## src/rtl/uirq_pkg.sv

```systemverilog
package uirq_pkg;
  typedef logic [5:0] isr_code_t;

  localparam isr_code_t C_NONE = 6'b000001;
  localparam isr_code_t C_RLS  = 6'b000110;
  localparam isr_code_t C_RDA  = 6'b000100;
  localparam isr_code_t C_RTO  = 6'b001100;
  localparam isr_code_t C_THR  = 6'b000010;
  localparam isr_code_t C_MSC  = 6'b000000;
  localparam isr_code_t C_SPC  = 6'b010000;
  localparam isr_code_t C_FLW  = 6'b100000;

  localparam int NSRC = 7;

  // enable bit positions
  localparam int IE_RX  = 0;
  localparam int IE_TX  = 1;
  localparam int IE_LS  = 2;
  localparam int IE_MS  = 3;
  localparam int IE_SPC = 4;
  localparam int IE_FLW = 5;

  function automatic isr_code_t src_code(input int idx);
    case (idx)
      0:       return C_RLS;
      1:       return C_RDA;
      2:       return C_RTO;
      3:       return C_THR;
      4:       return C_MSC;
      5:       return C_SPC;
      6:       return C_FLW;
      default: return C_NONE;
    endcase
  endfunction
endpackage

```

## src/rtl/uirq_sticky.sv

```systemverilog
module uirq_sticky (
  input  logic clk,
  input  logic rst_n,
  input  logic set_i,
  input  logic clr_i,
  output logic pend_o
);
  logic pend_d;

  always_comb begin
    pend_d = pend_o;
    if (clr_i) pend_d = 1'b0;
    if (set_i) pend_d = 1'b1;
  end

  always_ff @(posedge clk or negedge rst_n) begin
    if (!rst_n) pend_o <= 1'b0;
    else        pend_o <= pend_d;
  end

  AST_STICKY_SET: assert property (@(posedge clk) disable iff (!rst_n)
    set_i |=> pend_o);
  AST_STICKY_CLR: assert property (@(posedge clk) disable iff (!rst_n)
    (clr_i && !set_i) |=> !pend_o);
  AST_STICKY_HOLD: assert property (@(posedge clk) disable iff (!rst_n)
    (!set_i && !clr_i) |=> $stable(pend_o));
endmodule

```

## src/rtl/uirq_txe.sv

```systemverilog
module uirq_txe #(
  parameter int LW = 8
) (
  input  logic          clk,
  input  logic          rst_n,
  input  logic          ext_trig,
  input  logic [LW-1:0] tx_lvl,
  input  logic [LW-1:0] tx_trig,
  input  logic          tsr_empty,
  input  logic          line_idle,
  input  logic          clr_rd,
  output logic          pend_o
);
  logic zero_rule;
  logic cond;
  logic cond_q;
  logic rise;
  logic pend_d;

  always_comb begin
    zero_rule = ext_trig && (tx_trig == '0);
    if (zero_rule) cond = (tx_lvl == '0) && tsr_empty && line_idle;
    else           cond = tx_lvl < tx_trig;
    rise = cond && !cond_q;
  end

  always_comb begin
    pend_d = pend_o;
    if (clr_rd || !cond) pend_d = 1'b0;
    if (rise)            pend_d = 1'b1;
  end

  always_ff @(posedge clk or negedge rst_n) begin
    if (!rst_n) begin
      cond_q <= 1'b0;
      pend_o <= 1'b0;
    end else begin
      cond_q <= cond;
      pend_o <= pend_d;
    end
  end

  AST_TXE_ZERO_RULE: assert property (@(posedge clk) disable iff (!rst_n)
    (zero_rule && !(tsr_empty && line_idle && tx_lvl == '0)) |=> !pend_o);
  AST_TXE_ABOVE: assert property (@(posedge clk) disable iff (!rst_n)
    (!zero_rule && !(tx_lvl < tx_trig)) |=> !pend_o);
endmodule

```

## src/rtl/uirq_prio.sv

```systemverilog
module uirq_prio
  import uirq_pkg::*;
(
  input  logic [NSRC-1:0] req_i,
  output isr_code_t       code_o,
  output logic            any_o
);
  always_comb begin
    code_o = C_NONE;
    for (int i = NSRC - 1; i >= 0; i--) begin
      if (req_i[i]) code_o = src_code(i);
    end
    any_o = |req_i;
  end

  always_comb begin
    assert (any_o || code_o == C_NONE);
  end
endmodule

```

## src/rtl/uart_irq_encoder.sv

```systemverilog
module uart_irq_encoder
  import uirq_pkg::*;
#(
  parameter int DEPTH = 128,
  localparam int LW = $clog2(DEPTH + 1)
) (
  input  logic          clk,
  input  logic          rst_n,
  input  logic          enh_mode,
  input  logic          fifo_en,
  input  logic          nine_bit,
  input  logic          ext_trig,
  input  logic          inband_en,
  input  logic          spcdet_en,
  input  logic [5:0]    ien,
  input  logic [3:0]    lsr_err,
  input  logic [LW-1:0] rx_lvl,
  input  logic [LW-1:0] rx_trig,
  input  logic          rx_tmo,
  input  logic [LW-1:0] tx_lvl,
  input  logic [LW-1:0] tx_trig,
  input  logic          tsr_empty,
  input  logic          line_idle,
  input  logic [3:0]    msr_delta,
  input  logic          cts_rts_chg,
  input  logic          xoff_hit,
  input  logic          xoff2_hit,
  input  logic          spc_hit,
  input  logic          isr_rd,
  input  logic          lsr_rd,
  input  logic          msr_rd,
  output logic [5:0]    isr_code,
  output logic          irq
);
  logic            ls_pend;
  logic            ms_pend;
  logic            spc_pend;
  logic            thr_pend;
  logic            spc_set;
  logic            clr_thr;
  logic            clr_spc;
  logic [NSRC-1:0] req;
  isr_code_t       code;
  logic            any;

  always_comb begin
    spc_set = enh_mode && ((xoff_hit && inband_en) ||
                           (xoff2_hit && spcdet_en) ||
                           (spc_hit && nine_bit));
    clr_thr = isr_rd && (code == C_THR);
    clr_spc = isr_rd && (code == C_SPC);
  end

  uirq_sticky u_ls (
    .clk    (clk),
    .rst_n  (rst_n),
    .set_i  (|lsr_err),
    .clr_i  (lsr_rd),
    .pend_o (ls_pend)
  );

  uirq_sticky u_ms (
    .clk    (clk),
    .rst_n  (rst_n),
    .set_i  (|msr_delta),
    .clr_i  (msr_rd),
    .pend_o (ms_pend)
  );

  uirq_sticky u_spc (
    .clk    (clk),
    .rst_n  (rst_n),
    .set_i  (spc_set),
    .clr_i  (clr_spc),
    .pend_o (spc_pend)
  );

  uirq_txe #(.LW(LW)) u_txe (
    .clk       (clk),
    .rst_n     (rst_n),
    .ext_trig  (ext_trig),
    .tx_lvl    (tx_lvl),
    .tx_trig   (tx_trig),
    .tsr_empty (tsr_empty),
    .line_idle (line_idle),
    .clr_rd    (clr_thr),
    .pend_o    (thr_pend)
  );

  always_comb begin
    req[0] = ls_pend && ien[IE_LS];
    req[1] = (rx_lvl > rx_trig) && ien[IE_RX];
    req[2] = fifo_en && rx_tmo && ien[IE_RX];
    req[3] = thr_pend && ien[IE_TX];
    req[4] = ms_pend && ien[IE_MS];
    req[5] = enh_mode && spc_pend && ien[IE_SPC];
    req[6] = enh_mode && cts_rts_chg && ien[IE_FLW];
  end

  uirq_prio u_prio (
    .req_i  (req),
    .code_o (code),
    .any_o  (any)
  );

  assign isr_code = code;
  assign irq      = any;

  AST_IRQ_BIT0: assert property (@(posedge clk) disable iff (!rst_n)
    irq == !isr_code[0]);
  AST_RLS_FIRST: assert property (@(posedge clk) disable iff (!rst_n)
    (ls_pend && ien[IE_LS]) |-> isr_code == C_RLS);
  AST_NO_ENH_HI: assert property (@(posedge clk) disable iff (!rst_n)
    !enh_mode |-> (isr_code != C_SPC && isr_code != C_FLW));
  AST_RD_OTHER_KEEP: assert property (@(posedge clk) disable iff (!rst_n)
    (isr_rd && code == C_RLS && spc_pend && !lsr_rd) |=> (ls_pend && spc_pend));
endmodule

```

## config.mk

```make
export PLATFORM = sky130hd
export DESIGN_NAME = uart_irq_encoder
export DESIGN_NICKNAME = d
export VERILOG_FILES = /design/src/rtl/uirq_pkg.sv /design/src/rtl/uirq_sticky.sv /design/src/rtl/uirq_txe.sv /design/src/rtl/uirq_prio.sv /design/src/rtl/uart_irq_encoder.sv
export SDC_FILE = /design/constraint.sdc
export NUM_CORES = 1
export LEC_CHECK = 0
export ABC_AREA = 1
export CAP_MARGIN = 20
export CORE_UTILIZATION = 28
export DETAILED_ROUTE_END_ITERATION = 7
export GPL_ROUTABILITY_DRIVEN = 1
export PLACE_DENSITY = 0.73
export RECOVER_POWER = 50
export SYNTH_ARGS = -nofsm -noshare
export SYNTH_HDL_FRONTEND = slang
export SYNTH_SLANG_ARGS = --single-unit
```

## constraint.sdc

```tcl
create_clock -name clk -period 1.16 [get_ports clk]
set_input_delay 0.116 -clock clk [delete_from_list [all_inputs] [get_ports clk]]
set_output_delay 0.116 -clock clk [all_outputs]
set_load 0.005 [all_outputs]
```

==> results by group <==
Timing
  • Final worst slack: -0.3438 ns
  • Final Cycle Share: 129.6%
  • RSZ-0062 raised after global routing: yes
  • Slew @ Worst Pin: 0.2471 ns
  • Final Hold Viols: 0
  • Post-layout min period: approximately 1.5 ns
  • Hold slack final: around 0.16 ns
  • Fmax: 665.0 MHz
  • Slew margin rel.: a little over four fifths
  • Final Setup Violations: 9
  • Slew Limit Fails: 0
  • Max Clock Skew: just under 0.007 ns

Worst setup path
  • CP max stage cell: ha_4
  • Worst-path fanout max: 2
  • Worst Setup End Kind: output port
  • Worst-path cell chain: buf_6 > inv_4 > ha_4 > nand2_2 > nand2_1 > nand2_1 > nand2_1 > nand2_1 > nand2_1 > nand2_2 > nand2_4 > nor2_4 > buf_6 > and3_4 > buf_6
  • Critical path's most frequent cell: nand2_1
  • Max incr delay on CP: 0.19 ns
  • R2R depth: 9
  • Cell family with most CP delay: simple AND/OR/NAND/NOR gates
  • Stages on the worst setup path: 15
  • WS Path Type: in2out
  • Req. time, crit path: 1.04 ns
  • Critical Path Source Type: input pin
  • Worst Path Arrival: about 1.4 ns
  • Critical path buffers and inverters: 4

CTS
  • Root Buffer Master: clkbuf_4
  • Clk_lat worst skew: between 0.2 and 0.3 ns
  • CTS sink count: 5
  • CTS tree: yes
  • CTS H-tree depth: 1
  • Max clock buf depth: 2
  • Clock transition at path regs: about 0.050 ns
  • Number of clock buffers inserted by TritonCTS: 3

Cells and area
  • Diode count: 0
  • Layout cells sized above 1: a little under half
  • Non-Filler Instances: about 250
  • Area growth syn-to-layout: 138.1%
  • Fin util: a little over two thirds
  • Final instance area: 1931 µm²
  • Final #Nets: 302

Floorplan
  • Initial Utilization: 29.40%
  • Number of cell rows: 19
  • Die area: just over 3000 µm²
  • Die W: approximately 56 µm
  • Die H: ~56 µm
  • Core Region: around 2800 µm²
  • Num ports: a little over 70

Yosys
  • Top cell type's share of synthesized area: 23.15%
  • Mapped cell area: between 800 and 900 µm²
  • Syn avg cell area: 6.285 µm²
  • Yosys warnings: 0
  • Largest area contributor in the netlist: ha_1
  • Cell variety after synth: 21
  • Most area-consuming cells after synthesis: ha_1 (23%), dfrtp_1 (15%), nand2_1 (14%)
  • #FFs+latches synth: 5
  • Sequential share of the synthesized area: between 10% and 20%
  • Synthesized instance count: ~130
  • Mapped Nets: about 210

Drt
  • DRT iter0 DRCs: 27
  • Routed WL: roughly 3100 µm
  • First-pass iteration count of the detailed router: 4
  • Vias: between 1000 and 1500
  • Remaining antenna violation count after routing: 0
  • Routed WL per cell: between 10 and 15 µm
  • Vias/cell: about 4.8
  • DRC: 0

Place
  • Placed cells: ~240
  • RD Place Congestion: 0.7564
  • Port Buffer Count: 70
  • Final HPWL DP: between 2000 and 2500 µm
  • DP Area: 1737 µm²

Power
  • Total design power: about 0.0011 W
  • Pwr dens: around 550 nW/µm²
  • Leak: about 0.95 nW
  • Peak supply drop: 0.0006677 V

Run status
  • Failing checks: setup timing
  • Status: complete, but fails checks

Hold path
  • Worst Hold Class: in2async

GRT
  • Largest net degree at the start of global routing: 6
  • Global route overflow: 0
  • Total GRT Usage: between 20% and 30%
  • First-pass GRT wire length: around 5300 µm
  • Initial antenna violation count: 0
  • Vias in the first global route: 1297

Job
  • Max-cap violations: 0
## timing repair
action / in CTS / in global routing
setup buffers: 4 / 1
endpoints found under the setup margin: 10 / 10
resized for setup: 151 / 21
pin swaps: 42 / 12
hold buffers: 0 / 0
cloned: 0 / 0
## through the flow
| stage | setup WS [ns] | TNS (ns) |
|---|---|---|
| finish | -0.3438 | -1.824 |
| global route | -0.4596 | -2.897 |
| CTS | -0.3158 | -1.568 |
| detailed placement | -1.267 | -10.08 |
| global placement | -1.224 | -9.660 |
| floorplan | -0.06954 | -0.1350 |
## final cells by class
cell class	instances	area, µm²
inverter	27	123.9
clock inverter	1	5.005
clock buffer	3	22.52
timing repair buffer	89	778.2
multi-input combinational	97	837.1
fill	234	827.0
tap	31	38.79
sequential	5	125.1
## cells in the mapped netlist, drive strengths merged
master  count
a21boi      1
a21o        1
a21oi       6
and3        3
dfrtp       5
ha         15
inv        27
nand2      33
nand3      10
nand4       5
nor2       12
nor3        2
nor4        3
o21a        1
o21ai       4
o21bai      1
## state kept, by name, summed over array words and instances, names as in the netlist
| register | flops |
|---|---|
| u_ls.pend_o | 1 |
| u_txe.pend_o | 1 |
| u_spc.pend_o | 1 |
| u_ms.pend_o | 1 |
| u_txe.cond_q | 1 |
## per-layer routing
| layer | wire, µm | track usage, % |
|---|---|---|
| met3 | 155 | 3.953 |
| met5 | 0 | 0 |
| met4 | 80 | 9.059 |
| met2 | 1739 | 41.14 |
| met1 | 1107 | 21.98 |
## cell families after synthesis
family | count (synthesis) | synth area share [%]
AOI/OAI and AO/OA | 14 | 9.878
DFF | 5 | 15.43
adders and majority gates | 15 | 23.15
and+or+nand+nor | 68 | 39.04
buffers and inverters | 27 | 12.50
## final timing paths
| check | from | to | slack [ns] |
|---|---|---|---|
| max in group asynchronous | rst_n | u_ms.pend_o | 0.80 |
| setup / recovery | rx_trig[1] | isr_code[4] | -0.34 |
| hold reg to reg | u_spc.pend_o | u_spc.pend_o | 0.47 |
| hold / removal | rst_n | u_ls.pend_o | 0.16 |
| min in group clk | lsr_rd | u_ls.pend_o | 0.43 |
| setup reg to reg | u_txe.pend_o | u_spc.pend_o | -0.16 |
## layout by cell type, fill, tap and decap left out, types with 2 or more instances in the layout
cell type         n
nand2_4           3
nand3_1           6
o21ai_1           2
o21ai_0           2
dlygate4sd2_1    13
and3_1            2
inv_2            11
nor2_2            3
clkbuf_4          3
ha_1              4
nor2_1            7
nor4_1            2
buf_4            16
clkdlybuf4s50_1  29
nand2_1          24
nand2_2           6
nand4_1           5
inv_4             4
inv_1            11
nand3_2           4
nor2_4            2
dfrtp_1           5
ha_4             11
buf_2            14
buf_6            13
a21oi_2           5
## power by group
| group | total [W] | internal (W) | switching [W] |
|---|---|---|---|
| Clock | 0.000205 | 0.000125 | 0.0000802 |
| Sequential | 0.000198 | 0.000191 | 0.00000705 |
| Combinational | 0.000665 | 0.000388 | 0.000277 |
| Total | 0.00107 | 0.000704 | 0.000364 |
No activity file was read; power rests on OpenSTA's default activity.
